## src/rtl/lll_pkg.sv

```systemverilog
package lll_pkg;
  localparam int CODE_W = 6;
  localparam int SEG_W  = 2;
  localparam int STEP_W = 4;

  typedef struct packed {
    logic              bank;
    logic [SEG_W-1:0]  seg;
    logic [STEP_W-1:0] step;
  } tap_t;

  // bank 0 = upper: segment counted from the top tap downward in code order.
  // bank 1 = lower: same step, segment mirrored so code 0 lands on the bottom tap.
  function automatic tap_t map_code(input logic [CODE_W-1:0] code, input logic bank);
    tap_t t;
    t.bank = bank;
    t.step = code[STEP_W-1:0];
    if (bank) t.seg = 2'd3 - code[CODE_W-1:STEP_W];
    else      t.seg = code[CODE_W-1:STEP_W];
    return t;
  endfunction

  // Channel parity picks which side of the polarity a channel takes.
  function automatic logic chan_bank(input int ch, input logic pol);
    return ((ch % 2) == 0) ? pol : ~pol;
  endfunction
endpackage

```

## src/rtl/lll_strobe_ctrl.sv

```systemverilog
module lll_strobe_ctrl #(
  parameter int MIN_STB_W = 2,
  localparam int HW = $clog2(MIN_STB_W + 1)
) (
  input  logic          clk,
  input  logic          rst_n,
  input  logic          strobe,
  output logic          rise_ev,
  output logic          fall_ev,
  output logic [HW-1:0] hi_cnt,
  output logic          drive_ok
);
  logic strb_q;
  logic armed_q;

  assign rise_ev  = strobe & ~strb_q;
  assign fall_ev  = ~strobe & strb_q;
  assign drive_ok = armed_q & ~strobe;

  always_ff @(posedge clk or negedge rst_n) begin
    if (!rst_n) begin
      strb_q  <= 1'b0;
      armed_q <= 1'b0;
      hi_cnt  <= '0;
    end else begin
      strb_q <= strobe;
      if (rise_ev) armed_q <= 1'b1;
      if (!strobe)
        hi_cnt <= '0;
      else if (int'(hi_cnt) < MIN_STB_W)
        hi_cnt <= hi_cnt + 1'b1;
    end
  end
endmodule

```

## src/rtl/lll_line_store.sv

```systemverilog
module lll_line_store
  import lll_pkg::*;
#(
  parameter int NCH = 16,
  localparam int BW = NCH * CODE_W
) (
  input  logic          clk,
  input  logic          rst_n,
  input  logic          rise_ev,
  input  logic [BW-1:0] line_bus,
  input  logic          polarity,
  output logic [BW-1:0] lat_codes,
  output logic          lat_pol
);
  always_ff @(posedge clk or negedge rst_n) begin
    if (!rst_n) begin
      lat_codes <= '0;
      lat_pol   <= 1'b0;
    end else if (rise_ev) begin
      lat_codes <= line_bus;
      lat_pol   <= polarity;
    end
  end
endmodule

```

## src/rtl/lll_tap_map.sv

```systemverilog
module lll_tap_map
  import lll_pkg::*;
#(
  parameter int NCH = 16,
  localparam int BW = NCH * CODE_W
) (
  input  logic                  drive_ok,
  input  logic [BW-1:0]         lat_codes,
  input  logic                  lat_pol,
  output logic [NCH-1:0]        bank_sel,
  output logic [SEG_W*NCH-1:0]  seg_idx,
  output logic [STEP_W*NCH-1:0] step_off,
  output logic [NCH-1:0]        drive_en
);
  for (genvar ch = 0; ch < NCH; ch++) begin : g_ch
    tap_t tap;
    assign tap = map_code(lat_codes[ch*CODE_W +: CODE_W], chan_bank(ch, lat_pol));
    assign bank_sel[ch]                 = tap.bank;
    assign seg_idx[ch*SEG_W +: SEG_W]   = tap.seg;
    assign step_off[ch*STEP_W +: STEP_W] = tap.step;
    assign drive_en[ch]                 = drive_ok;
  end
endmodule

```

## src/rtl/lll_proto_mon.sv

```systemverilog
module lll_proto_mon #(
  parameter int MIN_STB_W = 2,
  parameter int LOAD_GAP  = 2,
  parameter int START_GAP = 2,
  localparam int HW = $clog2(MIN_STB_W + 1),
  localparam int LW = $clog2(LOAD_GAP + 1),
  localparam int SW = $clog2(START_GAP + 1)
) (
  input  logic          clk,
  input  logic          rst_n,
  input  logic          rise_ev,
  input  logic          fall_ev,
  input  logic [HW-1:0] hi_cnt,
  input  logic          load_en,
  input  logic          start_in,
  output logic          any_viol,
  output logic          proto_err
);
  logic [LW-1:0] ld_cnt;
  logic [SW-1:0] rs_cnt;
  logic viol_w, viol_ld, viol_st;

  assign viol_w   = fall_ev && (int'(hi_cnt) < MIN_STB_W);
  assign viol_ld  = rise_ev && (load_en || (int'(ld_cnt) < LOAD_GAP - 1));
  assign viol_st  = start_in && (rise_ev || (int'(rs_cnt) < START_GAP - 1));
  assign any_viol = viol_w | viol_ld | viol_st;

  always_ff @(posedge clk or negedge rst_n) begin
    if (!rst_n) begin
      ld_cnt    <= LW'(LOAD_GAP);
      rs_cnt    <= SW'(START_GAP);
      proto_err <= 1'b0;
    end else begin
      proto_err <= any_viol;
      if (load_en)
        ld_cnt <= '0;
      else if (int'(ld_cnt) < LOAD_GAP)
        ld_cnt <= ld_cnt + 1'b1;
      if (rise_ev)
        rs_cnt <= '0;
      else if (int'(rs_cnt) < START_GAP)
        rs_cnt <= rs_cnt + 1'b1;
    end
  end
endmodule

```

## src/rtl/line_latch_router.sv

```systemverilog
module line_latch_router
  import lll_pkg::*;
#(
  parameter int NCH       = 16,
  parameter int MIN_STB_W = 2,
  parameter int LOAD_GAP  = 2,
  parameter int START_GAP = 2
) (
  input  logic                      clk,
  input  logic                      rst_n,
  input  logic [NCH*CODE_W-1:0]     line_bus,
  input  logic                      strobe,
  input  logic                      polarity,
  input  logic                      load_en,
  input  logic                      start_in,
  output logic [NCH-1:0]            bank_sel,
  output logic [NCH*SEG_W-1:0]      seg_idx,
  output logic [NCH*STEP_W-1:0]     step_off,
  output logic [NCH-1:0]            drive_en,
  output logic                      proto_err
);
  localparam int HW = $clog2(MIN_STB_W + 1);
  localparam int BW = NCH * CODE_W;

  logic          rise_ev, fall_ev, drive_ok, any_viol, lat_pol;
  logic [HW-1:0] hi_cnt;
  logic [BW-1:0] lat_codes;

  lll_strobe_ctrl #(.MIN_STB_W(MIN_STB_W)) u_stb (
    .clk(clk), .rst_n(rst_n), .strobe(strobe),
    .rise_ev(rise_ev), .fall_ev(fall_ev), .hi_cnt(hi_cnt), .drive_ok(drive_ok)
  );

  lll_line_store #(.NCH(NCH)) u_store (
    .clk(clk), .rst_n(rst_n), .rise_ev(rise_ev), .line_bus(line_bus),
    .polarity(polarity), .lat_codes(lat_codes), .lat_pol(lat_pol)
  );

  lll_tap_map #(.NCH(NCH)) u_map (
    .drive_ok(drive_ok), .lat_codes(lat_codes), .lat_pol(lat_pol),
    .bank_sel(bank_sel), .seg_idx(seg_idx), .step_off(step_off), .drive_en(drive_en)
  );

  lll_proto_mon #(.MIN_STB_W(MIN_STB_W), .LOAD_GAP(LOAD_GAP), .START_GAP(START_GAP)) u_mon (
    .clk(clk), .rst_n(rst_n), .rise_ev(rise_ev), .fall_ev(fall_ev), .hi_cnt(hi_cnt),
    .load_en(load_en), .start_in(start_in), .any_viol(any_viol), .proto_err(proto_err)
  );
endmodule

```

## config.mk

```make
export PLATFORM = sky130hd
export DESIGN_NAME = line_latch_router
export DESIGN_NICKNAME = d
export VERILOG_FILES = /design/src/rtl/lll_pkg.sv /design/src/rtl/lll_strobe_ctrl.sv /design/src/rtl/lll_line_store.sv /design/src/rtl/lll_tap_map.sv /design/src/rtl/lll_proto_mon.sv /design/src/rtl/line_latch_router.sv
export SDC_FILE = /design/constraint.sdc
export NUM_CORES = 1
export LEC_CHECK = 0
export BUFFER_PORTS_ARGS = -buffer_cell sky130_fd_sc_hd__clkbuf_2
export CORE_MARGIN = 5
export CORE_UTILIZATION = 48
export CTS_CLUSTER_SIZE = 12
export DETAILED_ROUTE_END_ITERATION = 7
export PLACE_DENSITY = 0.81
export SLEW_MARGIN = 25
export SYNTH_ARGS = -nofsm -noshare
export SYNTH_HDL_FRONTEND = slang
export SYNTH_SLANG_ARGS = --single-unit
```

## constraint.sdc

```tcl
create_clock -name clk -period 1.48 [get_ports clk]
set_input_delay 0.074 -clock clk [delete_from_list [all_inputs] [get_ports clk]]
set_output_delay 0.074 -clock clk [all_outputs]
set_load 0.05 [all_outputs]
```

==> flow_summary.ini, run 1 <==
[outcome]
status = finished, violations left
failed_checks = setup timing

[clock_network]
cts_inserted_buffers = 9
cts_buffer_depth = 2
clock_latency_ns = 0.38
htreeDepth = 3
clkSlewWorstSetupHoldPaths_ns = 0.10
clock_sinks = 106
cts_tree = yes
root_buffer = clkbuf_8

[sta]
max_freq_ghz = 0.611
finalSetupViolations = 40
hold_violations = 0
min_period_over_period = 1.11
fin_crit_ns = 1.64
slew_violations = 0
worstMarginPinSlew_ns = 0.324
slew_headroom = 0.785
fin_setup_tns_ns = -3.55
rsz0062_at_grt = yes
fin_hold_ws_ns = 0.0693
setup_slack_ns = -0.157
fin_skew_ns = 0.0153

[power_and_ir_drop]
cellPowerDensity_nw_per_um2 = 1360
total_power_mw = 11.1
ir_worst_vdd_v = 0.000811
p_leak_nw = 3.96

[global_route]
track_usage = 0.217
grt-ovfl-total = 0
antenna_found_initial = 0
grt_start_max_net_pins = 55
grt_pass1_vias = 4079
grt_first_pass_wirelength_um = 21800

[place]
place_ws_ns = 0.0856
dpl_cell_area_sq_um = 5990
gp_congestion = 0.755
dp_hpwl_um = 8200
dp_cells = 650
port_buffers = 230

[route]
via_count = 3628
drt_iter0_drc = 116
post-route-drc-count = 0
antenna_left = 0
wl_met1_um = 5890
wl_met2_um = 8250
drtPass1Iterations = 4
routed_wl_um = 15700
routed.top_layer = met4
drt-wirelength-per-cell_um = 20.3
viasPerCell = 4.69
route.met3.wl_um = 1300

[synth]
netlist_area_sq_um = 5370
synthAdderAreaFrac = 0.00466
synth_seq_area_share = 0.495
synth_area_per_cell_sq_um = 14.5
netlist_instances = 371
yosys.area_share.simple = 0.0119
synth_compound_area_frac = 0.00490
synth_seq_cells = 106
synth.distinct_cells = 23
yosys_warnings = 0
synth_top_family_by_area = multiplexers
synth_mux_area_frac = 0.250
synth_xor_area_frac = 0.0571
synth.net_count = 475

[cells_and_area]
n_fill_cell = 630
multi_input_area_sq_um = 2210
fin_nets = 734
area_delta_synth_final_pct = 51.5
fin_area_sq_um = 8130
layout_commonest_cell = clkbuf_2
drive_above_1_share = 0.632
most-common-layout-cells = clkbuf_2 (183), dfrtp_1 (103), dlygate4sd3_1 (101)
antennaDiodeCount = 0
stdcell_count = 774
fin_util = 0.747
regArea_sq_um = 2660

[run]
drv_cap = 0

[setup_path]
regToRegSetupSlack_ns = 0.06
cp.arrival_ns = 1.56
crit_fanout = 9
critPathKind = reg2out
crit_required_ns = 1.41
cp-start-kind = register
crit_path_end_kind = output port

[die]
dieArea_sq_um = 13400
row_count = 38
die_y_um = 116
core_sq_um = 10900
initial_core_util = 0.493
io_pins = 231
die_x_um = 116

[min_path]
hold_path.class = in2reg
[layout make-up]
| class | instances | share of cell area |
|---|---|---|
| timing repair inverter | 1 | 0.000924 |
| clock buffer | 12 | 0.0191 |
| inverter | 6 | 0.00323 |
| sequential | 106 | 0.327 |
| multi-input combinational | 149 | 0.272 |
| clock inverter | 3 | 0.00493 |
| tap | 140 | 0.0215 |
| timing repair buffer | 357 | 0.351 |
[what timing repair did]
item | CTS | global route
pin swaps | 1 | 19
cloned | 2 | 3
endpoints found under the hold margin | 207 | 0
endpoints found under the setup margin | 40 | 64
resized for setup | 84 | 84
hold buffers | 101 | 0
buffers inserted | 0 | 3
[path summary, 6_finish.rpt]
kind | startpoint | to | depth (start not counted)
worst max-delay path | u_store.lat_pol | seg_idx[7] | 4
min in group asynchronous | rst_n | u_store.lat_codes[10] | 3
max in group asynchronous | rst_n | u_mon.ld_cnt[1] | 3
worst max register to register | u_stb.strb_q | u_store.lat_codes[41] | 4
worst min-delay path | strobe | u_mon.proto_err | 3
worst min register to register | u_stb.armed_q | u_stb.armed_q | 1
[where the power goes]
group / leakage [nW] / internal [mW] / switching, mW
Sequential: 1.24 / 3.37 / 0.442
Clock: 0.102 / 0.862 / 0.943
Combinational: 2.62 / 2.18 / 3.26
[layer usage]
metal	track usage	vias up
li1	-	1632
met1	0.242	1792
met2	0.390	187
met3	0.0658	17
met4	0.0843	0
met5	0	-
[cell families (layout without fill, tap and decap cells)]
| group | Yosys count | in the layout |
|---|---|---|
| AO/OA/AOI/OAI | 4 | 4 |
| XOR/XNOR | 35 | 35 |
| adder cells (fa/ha/maj) | 2 | 2 |
| buffers and inverters | 116 | 379 |
| flip-flops | 106 | 106 |
| multiplexers | 96 | 96 |
| AND/OR/NAND/NOR | 12 | 12 |
[worst max-delay path, cell delays in order (launching register included)]
cell and delay [ns]:
dfrtp_2 0.44, buf_12 0.15, buf_16 0.17, xnor2_2 0.24, buf_8 0.18
[synth_stat cells]
master / instances / share of area
xnor2_1: 17 / 0.028
inv_1: 6 / 0.0042
nor2b_1: 1 / 0.0012
dfstp_2: 2 / 0.0098
buf_2: 4 / 0.0037
a21oi_1: 1 / 0.00093
or2_2: 1 / 0.0012
buf_8: 1 / 0.0028
mux2_4: 70 / 0.20
nor3_1: 1 / 0.00093
xor2_1: 18 / 0.029
nand2_1: 1 / 0.00070
o21ai_0: 1 / 0.00093
dfrtp_1: 104 / 0.48
buf_12: 8 / 0.030
mux2_2: 26 / 0.055
and2_1: 1 / 0.0012
o32ai_1: 1 / 0.0016
nor2b_4: 1 / 0.0026
buf_4: 97 / 0.14
nor2_1: 6 / 0.0042
o21a_1: 1 / 0.0014
ha_1: 2 / 0.0047
[state kept, by name, summed over array words and instances (netlist names)]
name,flops
u_mon.ld_cnt,2
u_mon.proto_err,1
u_mon.rs_cnt,2
u_stb.armed_q,1
u_stb.hi_cnt,2
u_stb.strb_q,1
u_store.lat_codes,96
u_store.lat_pol,1
Note: power is estimated with default switching activity, not from simulation.
==> run 2: changes to the inputs <==
--- a/config.mk
+++ b/config.mk
@@ -8,8 +8,8 @@
 export BUFFER_PORTS_ARGS = -buffer_cell sky130_fd_sc_hd__clkbuf_2
 export CORE_MARGIN = 5
-export CORE_UTILIZATION = 48
+export CORE_UTILIZATION = 52
 export CTS_CLUSTER_SIZE = 12
 export DETAILED_ROUTE_END_ITERATION = 7
-export PLACE_DENSITY = 0.81
+export PLACE_DENSITY = 0.86
 export SLEW_MARGIN = 25
 export SYNTH_ARGS = -nofsm -noshare
==> constraint.sdc (replaced) <==
create_clock -name clk -period 2 [get_ports clk]
set_input_delay 0.1 -clock clk [delete_from_list [all_inputs] [get_ports clk]]
set_output_delay 0.1 -clock clk [all_outputs]
set_load 0.02 [all_outputs]
==> run 2 against run 1 <==
The flow now finishes without violations. Final cell count fell by 3.4%. Highest routed layer unchanged. Sequential power is 28% lower. Critical path type unchanged. Critical endpoint is now seg_idx[2]. Die area decreased by 7.0%. Largest power group is now registers. Combinational power decreased by 60%. Worst setup slack better by 0.59 ns. Cell area is 13% lower. Clock power fell by 29%. Sequential share of layout area is 5.0 points higher.
==> flow_summary.ini, run 2 (synthesized netlist as in run 1, its figures left out) <==
[cells_and_area]
n_fill_cell = 691
stdcell_count = 748
largest_reg_flops = 96
most-common-layout-cells = clkbuf_2 (229), dfrtp_1 (103), dlygate4sd3_1 (100)
antennaDiodeCount = 0
layout_commonest_cell = clkbuf_2
drive_above_1_share = 0.572
area_delta_synth_final_pct = 31.4
regMostFlops = u_store.lat_codes
fin_nets = 712

[die]
core_sq_um = 10200
die_y_um = 112
io_pins = 231
initial_core_util = 0.527
dieArea_sq_um = 12500
row_count = 37
die_x_um = 112

[sta]
slew_violations = 0
slew_headroom = 0.611
setup_slack_ns = 0.430
hold_violations = 0
fin_setup_tns_ns = 0
fin_skew_ns = 0.00351
min_period_over_period = 0.785
finalSetupViolations = 0
rsz0062_at_grt = no
max_freq_ghz = 0.637
worstMarginPinSlew_ns = 0.583
fin_crit_ns = 1.57

[route]
routed_wl_um = 12600
post-route-drc-count = 0
antenna_left = 0
via_count = 3454
viasPerCell = 4.62
drt-wirelength-per-cell_um = 16.8
drtPass1Iterations = 5
drt_iter0_drc = 116

[place]
gp_congestion = 0.820
place_ws_ns = 0.561
port_buffers = 230
dp_cells = 633
dp_hpwl_um = 7700

[setup_path]
crit_path_end_kind = output port
cp-start-kind = register
regToRegSetupSlack_ns = 0.55
cp.arrival_ns = 1.47
crit_fanout = 41
critPathKind = reg2out
crit_required_ns = 1.90
reg2regPathDepth = 3

[run]
drv_cap = 0

[clock_network]
cts_tree = yes
clock_sinks = 106
cts_buffer_depth = 2
cts_inserted_buffers = 9
root_buffer = clkbuf_8
htreeDepth = 3
clock_latency_ns = 0.35
clkSlewWorstSetupHoldPaths_ns = 0.09

[power_and_ir_drop]
cellPowerDensity_nw_per_um2 = 875
ir_worst_vdd_v = 0.000409
p_leak_nw = 3.57
total_power_mw = 6.17

[global_route]
antenna_found_initial = 0
grt_pass1_vias = 3892
track_usage = 0.204
grt-ovfl-total = 0
grt_first_pass_wirelength_um = 20400
grt_start_max_net_pins = 56

[min_path]
min_path_cells = 3
hold_path.class = in2reg

[outcome]
status = finished, final reports clean
==> run 2: cell count changes in the layout (fill, tap and decap cells not counted), moves of 3 or more <==
cell / previous run / this run
clkbuf_2: 183 / 229
buf_8: 29 / 0
buf_4: 24 / 3
xnor2_1: 1 / 17
xor2_1: 6 / 18
xnor2_4: 11 / 0
xor2_4: 10 / 0
buf_2: 6 / 0
xnor2_2: 5 / 0
clkbuf_8: 14 / 10
buf_12: 7 / 4
clkbuf_16: 3 / 0
==> run 2: layer usage <==
metal | global-route usage | vias to the layer above | share of wire
met5 | 0 | - | 0
met4 | 0.0689 | 0 | 0.019
met3 | 0.0614 | 23 | 0.066
met2 | 0.369 | 146 | 0.53
met1 | 0.230 | 1699 | 0.38
li1 | - | 1586 | -
==> run 2: worst paths after layout <==
| path | endpoint | startpoint |
|---|---|---|
| worst min register to register | u_stb.armed_q | u_stb.armed_q |
| worst max register to register | u_store.lat_codes[93] | u_stb.strb_q |
| max in group asynchronous | u_store.lat_codes[23] | rst_n |
| worst max-delay path | seg_idx[2] | u_store.lat_pol |
| min in group asynchronous | u_store.lat_codes[64] | rst_n |
| worst min-delay path | u_mon.proto_err | start_in |
==> run 2: cell type report <==
| class | count | area (sq um) | area share |
|---|---|---|---|
| well taps | 136 | 170 | 0.0241 |
| inverters | 6 | 22.5 | 0.00319 |
| repair buffers | 336 | 2250 | 0.319 |
| flip-flops and latches | 106 | 2660 | 0.377 |
| clock buffers | 12 | 145 | 0.0206 |
| clock inverters | 3 | 40.0 | 0.00568 |
| multi-input cells | 149 | 1770 | 0.250 |
==> run 2: metrics by stage <==
stage	hold slack, ns	util	instance area [sq um]
detailed placement	-0.0730	0.576	5860
global placement	-0.0727	0.576	5860
CTS	0.0114	0.692	7050
finish	0.0413	0.692	7050
floorplan	-0.196	-	5370
global route	0.0522	0.692	7050
==> run 2: power by group <==
group / switching, mW / internal [mW]
logic: 1.17 / 1.00
registers: 0.237 / 2.50
clock network: 0.661 / 0.604
==> run 2: what timing repair did <==
| item | CTS | global route |
|---|---|---|
| buffers inserted | 0 | 0 |
| endpoints found under the setup margin | 0 | 0 |
| hold buffers | 100 | 0 |
| hold endpoints to repair | 204 | 0 |
| gates resized for setup | 0 | 0 |
==> run 2: worst max-delay path: stages (launching register included) <==
cell and delay (ns):
dfrtp_2 0.42, buf_12 0.20, xnor2_1 0.26, clkbuf_2 0.22
